**src/rtl/ioc_aperture_pkg.sv**
```systemverilog
package ioc_aperture_pkg;

   // Selector values for the setting write port
   typedef enum logic [1:0] {
      SEL_PAGE  = 2'd0,
      SEL_SIZE  = 2'd1,
      SEL_PART  = 2'd2,
      SEL_EN    = 2'd3
   } cfg_sel_e;

   // The window granule is one 4 KB page
   localparam int unsigned PAGE_SHIFT = 12;

endpackage

```
**src/rtl/ioc_aperture_regs.sv**
```systemverilog
module ioc_aperture_regs
   import ioc_aperture_pkg::*;
#(
   parameter int unsigned ADDR_W = 32,
   parameter int unsigned PAGE_W = ADDR_W - PAGE_SHIFT,
   parameter int unsigned CODE_W = $clog2(PAGE_W + 1)
) (
   input  logic              clk,
   input  logic              rst_n,
   input  logic              we,
   input  logic [1:0]        sel,
   input  logic [ADDR_W-1:0] wdata,
   output logic [PAGE_W-1:0] page_q,
   output logic [CODE_W-1:0] code_q,
   output logic              part_q,
   output logic              en_q
);

   cfg_sel_e sel_e;
   assign sel_e = cfg_sel_e'(sel);

   // Data bits above the widest setting are never stored
   logic unused_wdata_hi;
   assign unused_wdata_hi = ^wdata[ADDR_W-1:PAGE_W];

   always_ff @(posedge clk) begin
      if (!rst_n) begin
         page_q <= '0;
         code_q <= '0;
         part_q <= 1'b0;
         en_q   <= 1'b0;
      end else if (we) begin
         unique case (sel_e)
            SEL_PAGE: page_q <= wdata[PAGE_W-1:0];
            SEL_SIZE: code_q <= wdata[CODE_W-1:0];
            SEL_PART: part_q <= wdata[0];
            SEL_EN:   en_q   <= wdata[0];
            default:  ;
         endcase
      end
   end

   AST_PAGE_WRITE: assert property (@(posedge clk) disable iff (!rst_n)
      (we && sel_e == SEL_PAGE) |=> (page_q == $past(wdata[PAGE_W-1:0])));
   AST_IDLE_HOLD: assert property (@(posedge clk) disable iff (!rst_n)
      (!we && $past(rst_n)) |=> ($stable(page_q) && $stable(code_q) && $stable(part_q) && $stable(en_q)));

endmodule

```
**src/rtl/ioc_aperture_mask.sv**
```systemverilog
module ioc_aperture_mask #(
   parameter int unsigned PAGE_W = 20,
   parameter int unsigned CODE_W = $clog2(PAGE_W + 1)
) (
   input  logic [CODE_W-1:0] code,
   output logic [PAGE_W-1:0] keep
);

   // Page bit i takes part in the compare when it lies at or above the
   // window exponent, that is when i >= code.
   for (genvar gi = 0; gi < PAGE_W; gi++) begin : g_keep
      assign keep[gi] = (code <= CODE_W'(gi));
   end

endmodule

```
**src/rtl/ioc_aperture_match.sv**
```systemverilog
module ioc_aperture_match
   import ioc_aperture_pkg::*;
#(
   parameter int unsigned ADDR_W = 32,
   parameter int unsigned PAGE_W = ADDR_W - PAGE_SHIFT,
   parameter int unsigned CODE_W = $clog2(PAGE_W + 1)
) (
   input  logic              clk,
   input  logic              rst_n,
   input  logic [ADDR_W-1:0] addr,
   input  logic              partial,
   input  logic [PAGE_W-1:0] page,
   input  logic [CODE_W-1:0] code,
   input  logic              allow_part,
   input  logic              en,
   output logic              coherent,
   output logic              bad_cfg
);

   localparam logic [CODE_W-1:0] MAX_CODE = CODE_W'(PAGE_W);

   logic [PAGE_W-1:0] keep;
   logic [PAGE_W-1:0] addr_page;
   logic              code_range_bad;
   logic              misaligned;
   logic              in_window;

   ioc_aperture_mask #(
      .PAGE_W (PAGE_W),
      .CODE_W (CODE_W)
   ) u_mask (
      .code (code),
      .keep (keep)
   );

   assign addr_page = addr[ADDR_W-1:PAGE_SHIFT];

   // The byte offset inside a page never affects the decision
   logic unused_page_offset;
   assign unused_page_offset = ^addr[PAGE_SHIFT-1:0];

   assign code_range_bad = (code > MAX_CODE);
   assign misaligned     = |(page & ~keep);
   assign bad_cfg        = code_range_bad | misaligned;

   assign in_window = ((addr_page & keep) == (page & keep));

   assign coherent = en & ~bad_cfg & in_window & (~partial | allow_part);

   AST_OFF_NONCOH: assert property (@(posedge clk) disable iff (!rst_n)
      !en |-> !coherent);
   AST_ERR_NONCOH: assert property (@(posedge clk) disable iff (!rst_n)
      bad_cfg |-> !coherent);
   AST_RANGE_ERR: assert property (@(posedge clk) disable iff (!rst_n)
      (code > MAX_CODE) |-> bad_cfg);
   AST_PART_BLOCK: assert property (@(posedge clk) disable iff (!rst_n)
      (partial && !allow_part) |-> !coherent);

endmodule

```
**src/rtl/ioc_aperture_decoder.sv**
```systemverilog
module ioc_aperture_decoder
   import ioc_aperture_pkg::*;
#(
   parameter int unsigned ADDR_W = 32,
   localparam int unsigned PAGE_W = ADDR_W - PAGE_SHIFT,
   localparam int unsigned CODE_W = $clog2(PAGE_W + 1)
) (
   input  logic              clk,
   input  logic              rst_n,
   input  logic              cfg_we,
   input  logic [1:0]        cfg_sel,
   input  logic [ADDR_W-1:0] cfg_wdata,
   input  logic [ADDR_W-1:0] req_addr,
   input  logic              req_partial,
   output logic              coherent,
   output logic              cfg_err
);

   if (ADDR_W <= PAGE_SHIFT) begin : g_bad_width
      $error("ioc_aperture_decoder: ADDR_W must exceed the page shift");
   end
   if (ADDR_W > 64) begin : g_bad_wide
      $error("ioc_aperture_decoder: ADDR_W above 64 is not supported");
   end

   logic [PAGE_W-1:0] page_q;
   logic [CODE_W-1:0] code_q;
   logic              part_q;
   logic              en_q;

   ioc_aperture_regs #(
      .ADDR_W (ADDR_W),
      .PAGE_W (PAGE_W),
      .CODE_W (CODE_W)
   ) u_regs (
      .clk    (clk),
      .rst_n  (rst_n),
      .we     (cfg_we),
      .sel    (cfg_sel),
      .wdata  (cfg_wdata),
      .page_q (page_q),
      .code_q (code_q),
      .part_q (part_q),
      .en_q   (en_q)
   );

   ioc_aperture_match #(
      .ADDR_W (ADDR_W),
      .PAGE_W (PAGE_W),
      .CODE_W (CODE_W)
   ) u_match (
      .clk        (clk),
      .rst_n      (rst_n),
      .addr       (req_addr),
      .partial    (req_partial),
      .page       (page_q),
      .code       (code_q),
      .allow_part (part_q),
      .en         (en_q),
      .coherent   (coherent),
      .bad_cfg    (cfg_err)
   );

   AST_DISABLE_TAKES: assert property (@(posedge clk) disable iff (!rst_n)
      (cfg_we && cfg_sel == 2'd3 && !cfg_wdata[0]) |=> !coherent);
   AST_RESET_QUIET: assert property (@(posedge clk)
      !rst_n |=> (!coherent && !cfg_err));

endmodule

```
**config.mk**
```make
export PLATFORM = sky130hd
export DESIGN_NAME = ioc_aperture_decoder
export DESIGN_NICKNAME = d
export VERILOG_FILES = /design/src/rtl/ioc_aperture_pkg.sv /design/src/rtl/ioc_aperture_regs.sv /design/src/rtl/ioc_aperture_mask.sv /design/src/rtl/ioc_aperture_match.sv /design/src/rtl/ioc_aperture_decoder.sv
export SDC_FILE = /design/constraint.sdc
export NUM_CORES = 1
export LEC_CHECK = 0
export BUFFER_PORTS_ARGS = -buffer_cell sky130_fd_sc_hd__buf_2
export CAP_MARGIN = 25
export CORE_ASPECT_RATIO = 0.75
export CORE_MARGIN = 4
export CORE_UTILIZATION = 41
export CTS_CLUSTER_SIZE = 10
export DETAILED_ROUTE_END_ITERATION = 8
export PLACE_DENSITY = 0.73
export SETUP_SLACK_MARGIN = 0.05
export SLEW_MARGIN = 15
export SYNTH_ARGS = -nofsm -noshare
export SYNTH_HDL_FRONTEND = slang
export SYNTH_SLANG_ARGS = --single-unit
```
**constraint.sdc**
```tcl
create_clock -name clk -period 2.14 [get_ports clk]
set_clock_uncertainty 0.15 [all_clocks]
set_input_delay 0.107 -clock clk [delete_from_list [all_inputs] [get_ports clk]]
set_output_delay 0.107 -clock clk [all_outputs]
set_load 0.005 [all_outputs]
```
== After elaboration in Yosys (flattened, before gate mapping) ==
Cells that the tools add are included.

* Input bits: 70
* Bits in registers: 27
* Output and inout port bits: 2
* Logic and storage cells: 46

* $lt $le $gt $ge: 21
* Bitwise gates (word level): 11
* Reduce and logical (&&, ||, !) cells: 6
* Equality and inequality tests: 4

{| class="wikitable"
|+ Operator list
! operator !! count
|-
| AND 20 bit || 3
|-
| less-or-equal comparator 5 x 4 -> 1 bit, second input constant || 8
|-
| == test 20 bit || 1
|-
| less-or-equal comparator 5 x 3 -> 1 bit, second input constant || 4
|-
| less-or-equal comparator 5 bit, second input constant || 4
|-
| inverter 20 bit || 1
|-
| OR reduction 20 bit || 1
|-
| less-or-equal comparator 5 x 1 -> 1 bit, second input constant || 2
|-
| less-or-equal comparator 5 x 2 -> 1 bit, second input constant || 2
|-
| AND reduction 2 bit || 4
|-
| > comparator 5 bit, second input constant || 1
|-
| == test 2 bit, second input constant || 2
|-
| AND 1 bit || 3
|-
| == test 2 x 1 -> 1 bit, second input constant || 1
|-
| logical NOT 2 bit || 1
|-
| inverter 1 bit || 2
|-
| bitwise OR 1 bit || 2
|}

== Depth between registers and ports, before layout ==
Gate-level depths: netlist of the first run.

* Depth in word-level cells: 9
* Gate-level depth with buffers: 7
* Depth with buffers taken out: 5

== Hierarchy ==
Synthesis of the first run repeated with hierarchy kept, for this count alone.

* Cells, all modules: 208
* Area total of the unflattened synthesis: 1742.9 um2

{| class="wikitable"
|+ By module, submodules not included
! module !! area an instance (um2) !! cells an instance !! times used !! sequential area each (um2)
|-
| ioc_aperture_regs || 1076.0 || 112 || 1 || 540.5
|-
| ioc_aperture_match || 474.2 || 67 || 1 || 0.0
|-
| ioc_aperture_mask || 192.7 || 29 || 1 || 0.0
|}

== Least setup slack after synthesis of the first run ==
Ideal clock, no wire load.

* Path type: reg-to-output
* Start point: register u_regs.code_q[0]
* End point: output coherent
* Cell stages (with the launch flop): 7
* Buffers on the path: 1
* Data required time: 1.883 ns
* Slack: -0.020 ns
* Data arrival time: 1.903 ns
* Path through: dfxtp_1 buf_6 or4_4 o21ai_2 nand4_1 or4_4 nor4_2

* Longest elaborated chain between the ends: 9
* Elaborated cells between the ends (all ways): 32
* Those cells by class: 21 x order compare; 1 x eq/ne; 9 x bitwise; 1 x reduce/logical

{| class="wikitable"
|+ Ends and longest elaborated chain
! what !! line !! text
|-
| start: declaration || ioc_aperture_regs.sv:14 || <nowiki>output logic [CODE_W-1:0] code_q,</nowiki>
|-
| start signal: assignment || ioc_aperture_regs.sv:35 || <nowiki>SEL_SIZE: code_q <= wdata[CODE_W-1:0];</nowiki>
|-
| less-or-equal comparator 5 x 1 -> 1 bit (tied with other cells) || ioc_aperture_mask.sv:12 || <nowiki>assign keep[gi] = (code <= CODE_W'(gi));</nowiki>
|-
| inverter 20 bit || ioc_aperture_match.sv:43 || <nowiki>assign misaligned = |(page & ~keep);</nowiki>
|-
| AND 20 bit || ioc_aperture_match.sv:43 ||
|-
| OR reduction 20 bit || ioc_aperture_match.sv:43 ||
|-
| bitwise OR 1 bit || ioc_aperture_match.sv:44 || <nowiki>assign bad_cfg = code_range_bad | misaligned;</nowiki>
|-
| inverter 1 bit || ioc_aperture_match.sv:48 || <nowiki>assign coherent = en & ~bad_cfg & in_window & (~partial | allow_part);</nowiki>
|-
| AND 1 bit || ioc_aperture_match.sv:48 ||
|-
| AND 1 bit (*) (2 in a row) || ioc_aperture_match.sv:48 ||
|-
| end: declaration || ioc_aperture_decoder.sv:15 || <nowiki>output logic coherent,</nowiki>
|}

Every way passes the cells marked *; elsewhere a longest branch is shown, timed or not.

== Worst setup path in the final report of the first run ==
* Start point: register u_regs.code_q[0]
* End point: output cfg_err

* Longest elaborated chain between the ends: 5
* Elaborated cells between the ends (all ways): 25
* Those cells by class: 21 x order compare; 3 x bitwise; 1 x reduce/logical

{| class="wikitable"
|+ Ends and longest elaborated chain
! what !! line !! text
|-
| less-or-equal comparator 5 x 1 -> 1 bit (tied with other cells) || ioc_aperture_mask.sv:12 ||
|-
| inverter 20 bit || ioc_aperture_match.sv:43 ||
|-
| AND 20 bit || ioc_aperture_match.sv:43 ||
|-
| OR reduction 20 bit || ioc_aperture_match.sv:43 ||
|-
| bitwise OR 1 bit (*) || ioc_aperture_match.sv:44 ||
|-
| end: declaration || ioc_aperture_decoder.sv:16 || <nowiki>output logic cfg_err</nowiki>
|}

Marked as above.

==> results.md, run 1 <==
* Core area at 4079 um^2
* Top Usage Layer GRT: met2
* Final core utilization at 0.5862
* Crit-path leading delay family: simple AND/OR/NAND/NOR gates
* Overall Global Routing Usage at 0.1787
* Routed Wire Length at 4.699 mm
* Worst-margin pin slew at 0.4189 ns
* Final setup viols at 2
* Max-slew violation count at 0
* Hold Path Cell Cnt at 4
* Setup crit end kind: output pin
* Synth Register Bits at 27
* Non-Filler Instances at 349
* Fin crit period at 2.528 ns
* Cell count after placement at 325
* Initial Utilization at 0.4294
* Clock Power Share at 0.278
* Cell taking the most area after synthesis: dfxtp_1
* Reg2reg start: u_regs.code_q[2]
* Dpl ws at -0.08458 ns
* Final #Nets at 365
* P_int at 788.1 uW
* Slowest stage delay, CP at 0.54 ns
* Mean post-synth cell area at 8.147 um^2
* Post-synth top area share at 0.3086
* DP HPWL at 3.560 mm
* Largest net degree at the start of global routing at 28
* Switching power total at 290.2 uW
* # Max-Cap Violations at 0
* Leakage at 0.0009958 uW
* Worst Path Buf+Inv at 1
* Via/cell ratio at 5.080
* Max clock buf depth at 2
* Switching Fraction at 0.2691
* Top post-synthesis cells by area: dfxtp_1 31%, nand2_1 9.6%, xnor2_1 9.0%
* Filler cell count at 413
* Endpoints failing hold at 0
* Synth cell types at 48
* Post-synthesis sequential area ratio at 0.3086
* Slowest stage cell on the critical path: or4_4
* Critical-path cell list: or4_4, o21ai_2, nand4_1, or4_4, or2_1, buf_2
* Rows at 20
* HP Start: cfg_sel[1]
* Most frequent CP cell: or4_4
* Antenna Violating Nets Remaining at 0
* Reg-to-reg endpoint: u_regs.code_q[2]
* Slew headroom at 0.7135
* WHS at 0.08491 ns
* Status: finished with violations
* Grt met3 use at 0.03939
* Max Fclk at 0.3956 GHz
* Worst VDD drop at 0.3388 mV
* Unrepaired setup endpoints after global routing: true
* Hold EP: u_regs.en_q
* Die height at 64.61 um
* Sequential fraction of design power at 0.498
* Initial antenna violation count at 0
* CTS tree: done
* First-pass GRT wire length at 7.866 mm
* Top FF cell, synth: dfxtp_1
* R2R cell count at 3
* Final antenna diode count at 0
* CP Max Fanout at 6
* PwrDens at 451.0 nW/um^2
* Failing checks: negative setup slack
* Worst setup margin at -0.3876 ns
* Vias post-DR at 1773
* Number of global-route vias before repair at 1677
* Global-route met1 utilization at 0.2465
* Async SR Flop Fraction at 0
* Number of port buffers at 47
* 1st-iter DRT viols at 62
* Ports at 72
* Layout area overhead at 36.50%
* WL/cell at 13.46 um
* Mapped Area at 1752 um^2
* CTS clk-pin slew, worst paths at 0.10 ns
* Worst-Skew Late Latency at 0.28 ns
* Root Buffer: clkbuf_8
* Comb pwr share at 0.224
* Post-Synthesis Cells at 215
* CTS H-tree lvls at 1
* Synth warn at 0
* 1st-pass router iterations at 4
* Share of cells above drive strength 1 at 0.3027
* Post-Synthesis Net Count at 285
* Grt total ovfl at 0
* Residual DRC at 0
* Crit path kind: reg2out
* Clk sinks at 27
* R2R setup slack at 1.06 ns
* TritonCTS buffer count at 3
* WP data arrival at 2.27 ns
* Die ar. at 5393 um^2
* Fin crit share at 1.181
* Critical Path RT at 1.88 ns
* Startpoint class of the critical path: register
* M2 GR Usage at 0.2890
* Routability cong. at 0.8868
* Tightest Hold Check Type: in2reg
* TNS Setup at -0.7267 ns
* Number of enable flip-flop cells after synthesis at 0
* Die Wd at 83.48 um
-- worst register-to-register path, delay by kind of cell, from the launching register on --
family        cells  cell delay [ns]
buf+inv           1             0.24
flops             1             0.43
mux               1             0.10
simple gates      1             0.11
-- per-layer routing --
metal,share of wire,vias up
met5,0,-
met4,0.0081,0
met3,0.045,5
met2,0.43,41
met1,0.51,809
li1,-,918
-- synthesized netlist by cell type, drive strengths merged (4+ instances only) --
library cell / count
nor2b: 7
nor2: 6
mux2i: 7
xnor2: 18
buf: 4
clkbuf: 11
nand2: 45
o21ai: 10
a21oi: 5
dfxtp: 27
a21boi: 20
-- final cells by class --
class	instances	area, um^2	share of cell area
Tap cell	55	68.82	0.02878
Inverter	3	11.26	0.004710
Sequential cell	27	543.0	0.2271
Clock inverter	1	5.005	0.002093
Multi-Input combinational cell	170	1114	0.4657
Clock buffer	3	41.29	0.01727
Timing Repair Buffer	90	608.1	0.2543
-- power groups by stage --
stage / clock network [uW] / registers [uW] / logic [uW]
after floorplan: 0 / 543 / 125
after global placement: 0 / 548 / 209
after detailed placement: 0 / 548 / 213
after CTS: 309 / 537 / 242
after global routing: 329 / 540 / 266
final: 300 / 537 / 241
-- cells by family after synthesis --
family,share of synthesized area
and+or+nand+nor,0.2293
buffers and inverters,0.06500
xor gates and xnor gates,0.1000
AOI/OAI and AO/OA,0.2514
adders and majority gates,0.005715
muxes,0.04000
DFF,0.3086
-- registers in the layout (all words and copies together) (netlist names) --
| name | cells |
|---|---|
| u_regs.part_q | 1 |
| u_regs.code_q | 5 |
| u_regs.en_q | 1 |
| u_regs.page_q | 20 |
-- cells in the final DEF (no fill, tap or decap), types with 3 or more instances in the layout --
cell           Yosys  routed
o21ai_0            9       9
dlygate4sd3_1      0      20
a21boi_0          20      20
nor3_1             3       3
nor2_1             6       6
clkbuf_8           2       3
nor2b_1            7       7
mux2i_1            7       7
nand4_1            3       3
buf_2              0      47
nand2_1           45      45
xnor2_1           18      18
o211ai_1           3       3
inv_1              3       3
dfxtp_1           27      25
a21oi_1            5       5
buf_4              1      23
nand3_1            3       3
-- through the flow --
stage / area, um^2 / power, uW
2_1_floorplan: 1760 / 667.2
3_3_place_gp: 2140 / 756.7
5_1_grt: 2391 / 1135
3_5_place_dp: 2140 / 761.1
4_1_cts: 2390 / 1087
6_report: 2391 / 1078
-- worst max path at each step --
| stage | startpoint | end | slack [ns] | depth (start not counted) |
|---|---|---|---|---|
| floorplan | u_regs.code_q[0] | cfg_err | 0.01 | 6 |
| global placement | u_regs.page_q[13] | coherent | -0.06 | 7 |
| detailed placement | u_regs.code_q[0] | cfg_err | -0.08 | 6 |
| CTS | u_regs.code_q[0] | cfg_err | -0.39 | 6 |
| global route | u_regs.code_q[0] | cfg_err | -0.45 | 6 |
| finish | u_regs.code_q[0] | cfg_err | -0.39 | 6 |
-- repair_timing --
| item | in CTS | in global routing |
|---|---|---|
| buffers inserted | 0 | 0 |
| endpoints found under the hold margin | 27 | 0 |
| endpoints found under the setup margin | 2 | 2 |
| hold buffers | 20 | 0 |
| gates resized for setup | 3 | 1 |
Power figures use the tool's default switching activity.
==> run 2: changes to the inputs <==
Settings changed: BUFFER_PORTS_ARGS -buffer_cell sky130_fd_sc_hd__buf_2 to -buffer_cell sky130_fd_sc_hd__buf_4, CELL_PAD_IN_SITES_DETAIL_PLACEMENT set to 0, CELL_PAD_IN_SITES_GLOBAL_PLACEMENT set to 1, CORE_UTILIZATION 41 to 31, PLACE_DENSITY 0.73 to unset, PLACE_DENSITY_LB_ADDON set to 0.1.
==> results.md, run 2 (synthesized netlist as in run 1, its figures left out) <==
* Status: finished with violations
* Failing checks: negative setup slack
* Die ar. at 6930 um^2
* CTS H-tree lvls at 1
* Worst setup margin at -0.3919 ns
* Slowest stage delay, CP at 0.53 ns
* Critical Path RT at 1.88 ns
* Most common cell after layout, fill and taps aside: buf_4
* Worst VDD drop at 0.1991 mV
* Worst-Skew Late Latency at 0.28 ns
* Max-slew violation count at 0
* Worst-margin pin slew at 0.5118 ns
* Startpoint class of the critical path: register
* Max Fclk at 0.3950 GHz
* CTS tree: done
* Core area at 5410 um^2
* Unrepaired setup endpoints after global routing: true
* Number of port buffers at 47
* Slew headroom at 0.6500
* DP HPWL at 3.879 mm
* Number of global-route vias before repair at 1707
* Grt total ovfl at 0
* Non-Filler Instances at 372
* Final core utilization at 0.4741
* Largest net degree at the start of global routing at 28
* Ports at 72
* P_int at 816.1 uW
* Placed cell areas at 2297 um^2
* TritonCTS buffer count at 3
* Final setup viols at 2
* WL/cell at 13.78 um
* 1st-pass router iterations at 4
* Via/cell ratio at 4.702
* Initial antenna violation count at 0
* Commonest cells after routing, fill and taps aside: 73 x buf_4, 45 x nand2_1, 25 x dfxtp_1
* Biggest register: u_regs.page_q
* Sequential fraction of design power at 0.479
* Most frequent CP cell: or4_4
* Setup crit end kind: output pin
* 1st-iter DRT viols at 69
* Overall Global Routing Usage at 0.1566
* Filler cell count at 574
* Finished Cell Area at 2565 um^2
* Clock Power Share at 0.277
* Clk sinks at 27
* Final #Nets at 368
* Switching power total at 303.1 uW
* Die height at 73.10 um
* Max clock buf depth at 2
* Switching Fraction at 0.2708
* Slowest stage cell on the critical path: or4_4
* Crit path kind: reg2out
* Antenna Violating Nets Remaining at 0
* Initial Utilization at 0.3238
* # Max-Cap Violations at 0
* Share of cells above drive strength 1 at 0.3098
* TNS Setup at -0.7825 ns
* Fin crit period at 2.532 ns
* PwrDens at 436.3 nW/um^2
* WP data arrival at 2.27 ns
* Layout area overhead at 46.43%
* Final antenna diode count at 0
* Comb pwr share at 0.244
* Critical-path cell list: or4_4, o21ai_2, nand4_1, or4_4, or2_1, buf_4
* Routed Wire Length at 5.126 mm
* Root Buffer: clkbuf_8
* Cell count after placement at 347
* Biggest regs: u_regs.page_q x20, u_regs.code_q x5
* Leakage at 0.001046 uW
* Dpl ws at -0.1110 ns
* Residual DRC at 0
* Endpoints failing hold at 0
* Max reg flops at 20
* Tightest Hold Check Type: in2reg
* Fin crit share at 1.183
* Routability cong. at 0.8346
* First-pass GRT wire length at 8.562 mm
* CTS clk-pin slew, worst paths at 0.11 ns
* Vias post-DR at 1749
* Die Wd at 94.80 um
* Rows at 23
* CP Max Fanout at 4
[run 2: changes by cell type in the layout (fill, tap and decap cells not counted), sizes merged]
cell	delta
buf	+3
clkinv	-1
clkinvlp	+1
[run 2: cell type report]
type,count,area [um^2],share of cell area
Clock inverter,1,7.507,0.002927
Multi-Input combinational cell,170,1117,0.4356
Tap cell,75,93.84,0.03659
Clock buffer,3,41.29,0.01610
Timing Repair Buffer,93,748.2,0.2917
Sequential cell,27,545.5,0.2127
Inverter,3,11.26,0.004390
[run 2: repair_timing]
| action | in CTS | in global routing |
|---|---|---|
| gates resized for setup | 2 | 5 |
| hold endpoints to repair | 27 | 0 |
| setup buffers | 1 | 0 |
| endpoints found under the setup margin | 2 | 2 |
| hold buffers | 20 | 0 |
| pin swaps | 0 | 1 |
[run 2: final timing paths]
check / from / end / slack, ns / depth (start not counted)
setup / recovery: u_regs.code_q[0] / cfg_err / -0.39 / 6
hold / removal: rst_n / u_regs.page_q[6] / 0.05 / 2
setup reg to reg: u_regs.code_q[0] / u_regs.code_q[0] / 1.09 / 4
hold reg to reg: u_regs.page_q[11] / u_regs.page_q[11] / 0.35 / 2
[run 2: stage by stage]
step / hold slack (ns) / power [uW]
final: 0.05282 / 1119
after global routing: 0.05769 / 1178
after CTS: 0.05484 / 1128
after detailed placement: 0.2273 / 791.7
after global placement: 0.2217 / 791.9
after floorplan: 0.1019 / 667.2
[run 2: per-layer routing]
metal | GRT usage | routed length [um] | vias to the layer above
li1 | - | - | 918
met1 | 0.2377 | 2666 | 784
met2 | 0.2266 | 2111 | 43
met3 | 0.03711 | 304 | 4
met4 | 0.02560 | 44 | 0
met5 | 0 | 0 | -
[run 2: power by group through the flow]
stage          Combinational (uW)  Clock (uW)  Sequential [uW]
6_report                      273         310              536
5_1_grt                       302         337              539
4_1_cts                       274         318              536
3_5_place_dp                  243           0              549
3_3_place_gp                  244           0              548
2_1_floorplan                 125           0              543
[run 2: worst max-delay path: cells and delay by family (launching register included)]
kind                   cells  cell delay (ns)
buffers and inverters      1             0.13
AOI/OAI and AO/OA          1             0.12
DFF                        1             0.37
and+or+nand+nor            4             1.36
==> run 3: changes to the inputs <==
Settings changed: BUFFER_PORTS_ARGS -buffer_cell sky130_fd_sc_hd__buf_4 to unset, CORE_UTILIZATION 31 to 40, DONT_BUFFER_PORTS set to 1.
==> results.md, run 3 (synthesized netlist as in run 1, its figures left out) <==
* Largest net degree at the start of global routing at 29
* Final antenna diode count at 0
* Number of global-route vias before repair at 1660
* Vias post-DR at 1629
* Slew headroom at 0.4760
* Max clock buf depth at 2
* First-pass GRT wire length at 8.004 mm
* CP Capture Point: cfg_err
* Endpoints failing hold at 0
* 1st-iter DRT viols at 42
* Antenna Violating Nets Remaining at 0
* Ports at 72
* Share of cells above drive strength 1 at 0.1411
* Max-slew violation count at 0
* Worst VDD drop at 0.3592 mV
* Leakage at 0.0008027 uW
* Tightest Hold Check Type: in2reg
* Initial Utilization at 0.4242
* Fin crit share at 1.129
* Biggest regs: u_regs.page_q x20, u_regs.code_q x5
* Status: finished with violations
* CTS clk-pin slew, worst paths at 0.10 ns
* Rows at 20
* CTS H-tree lvls at 1
* WHS at 0.002825 ns
* TNS Setup at -0.4732 ns
* Final setup viols at 2
* Max Fclk at 0.4137 GHz
* Max reg flops at 20
* Crit path kind: reg2out
* Die ar. at 5513 um^2
* Critical Path RT at 1.88 ns
* Fin crit period at 2.417 ns
* WL/cell at 15.42 um
* Top Usage Layer GRT: met2
* Dpl ws at -0.1150 ns
* Overall Global Routing Usage at 0.1781
* Worst-margin pin slew at 0.7835 ns
* DP HPWL at 3.470 mm
* Routability cong. at 0.8811
* Worst setup margin at -0.2770 ns
* Final #Nets at 319
* Commonest cells after routing, fill and taps aside: 45 x nand2_1, 27 x dlygate4sd3_1, 25 x dfxtp_1
* Worst setup path startpoint: u_regs.code_q[0]
* Final core utilization at 0.5333
* Reg2reg start: u_regs.code_q[1]
* HP Start: cfg_sel[1]
* Biggest register: u_regs.page_q
* TritonCTS buffer count at 3
* CP Max Fanout at 5
* Worst-Skew Late Latency at 0.27 ns
* Unrepaired setup endpoints after global routing: true
* Die height at 65.31 um
* Reg-to-reg endpoint: u_regs.code_q[1]
* Residual DRC at 0
* Clk sinks at 27
* WP data arrival at 2.16 ns
* CTS tree: done
* Layout area overhead at 25.71%
* Most common cell after layout, fill and taps aside: nand2_1
* # Max-Cap Violations at 0
* Setup crit end kind: output pin
* 1st-pass router iterations at 4
* Routed Wire Length at 4.673 mm
* R2R setup slack at 0.64 ns
* R2R cell count at 4
* Initial antenna violation count at 0
* Via/cell ratio at 5.376
* Startpoint class of the critical path: register
* Grt met3 use at 0.05890
* Failing checks: negative setup slack
* Tot Pwr at 1041 uW
* Root Buffer: clkbuf_8
* Die Wd at 84.41 um
* Core area at 4129 um^2
* Grt total ovfl at 0
* Global-route met1 utilization at 0.2420
* Number of port buffers at 0
* PwrDens at 472.5 nW/um^2
* M2 GR Usage at 0.2825
==> run 3: cell types whose count changed in the layout (fill, tap and decap cells not counted), sizes merged <==
cell	delta
clkinvlp	-1
clkbuf	+1
buf	-56
dlygate4sd3	+7
==> run 3: worst min-delay path by stage <==
stage                                    to  slack (ns)  cells after the start
final                         u_regs.part_q       0.003                      4
after global routing      u_regs.page_q[19]        0.02                      3
after CTS                     u_regs.part_q       0.004                      4
after detailed placement   u_regs.code_q[1]         0.1                      1
after global placement          u_regs.en_q        0.09                      1
after floorplan           u_regs.page_q[10]        0.10                      2
==> run 3: timing repair <==
item,4_1_cts,5_1_grt
resized for setup,3,2
endpoints found under the setup margin,2,3
hold buffers,27,0
endpoints found under the hold margin,27,0
pin swaps,0,1
setup buffers,0,0
==> run 3: area by class of cell <==
cell class                 count  area (um^2)
clock buffer                   4        45.04
fill                         426         1927
inverter                       3        11.26
multi-input combinational    170         1124
sequential                    27        543.0
tap                           55        68.82
timing repair buffer          44        410.4
==> run 3: metal layers <==
| metal | routed length [um] | up-vias |
|---|---|---|
| li1 | - | 819 |
| met1 | 2302 | 769 |
| met2 | 2052 | 39 |
| met3 | 301 | 2 |
| met4 | 17 | 0 |
| met5 | 0 | - |
==> run 3: worst max-delay path, cell delays in order, from the launching register on <==
cell and delay (ns):
dfxtp_2 0.35, or4_4 0.55, o21ai_2 0.12, nand4_1 0.10
or4_4 0.52, or2_1 0.24
==> run 3: per-stage QoR <==
step	std cells	instance area [um^2]
6_report	303	2202
4_1_cts	303	2195
5_1_grt	303	2202
3_5_place_dp	272	1872
2_1_floorplan	215	1760
3_3_place_gp	272	1872
==> run 3: where the power goes <==
part           total, uW  switching [uW]  internal [uW]  leakage [uW]
Clock                301             167            134     0.0000228
Combinational        203            88.2            114      0.000560
Sequential           537            17.9            519      0.000220
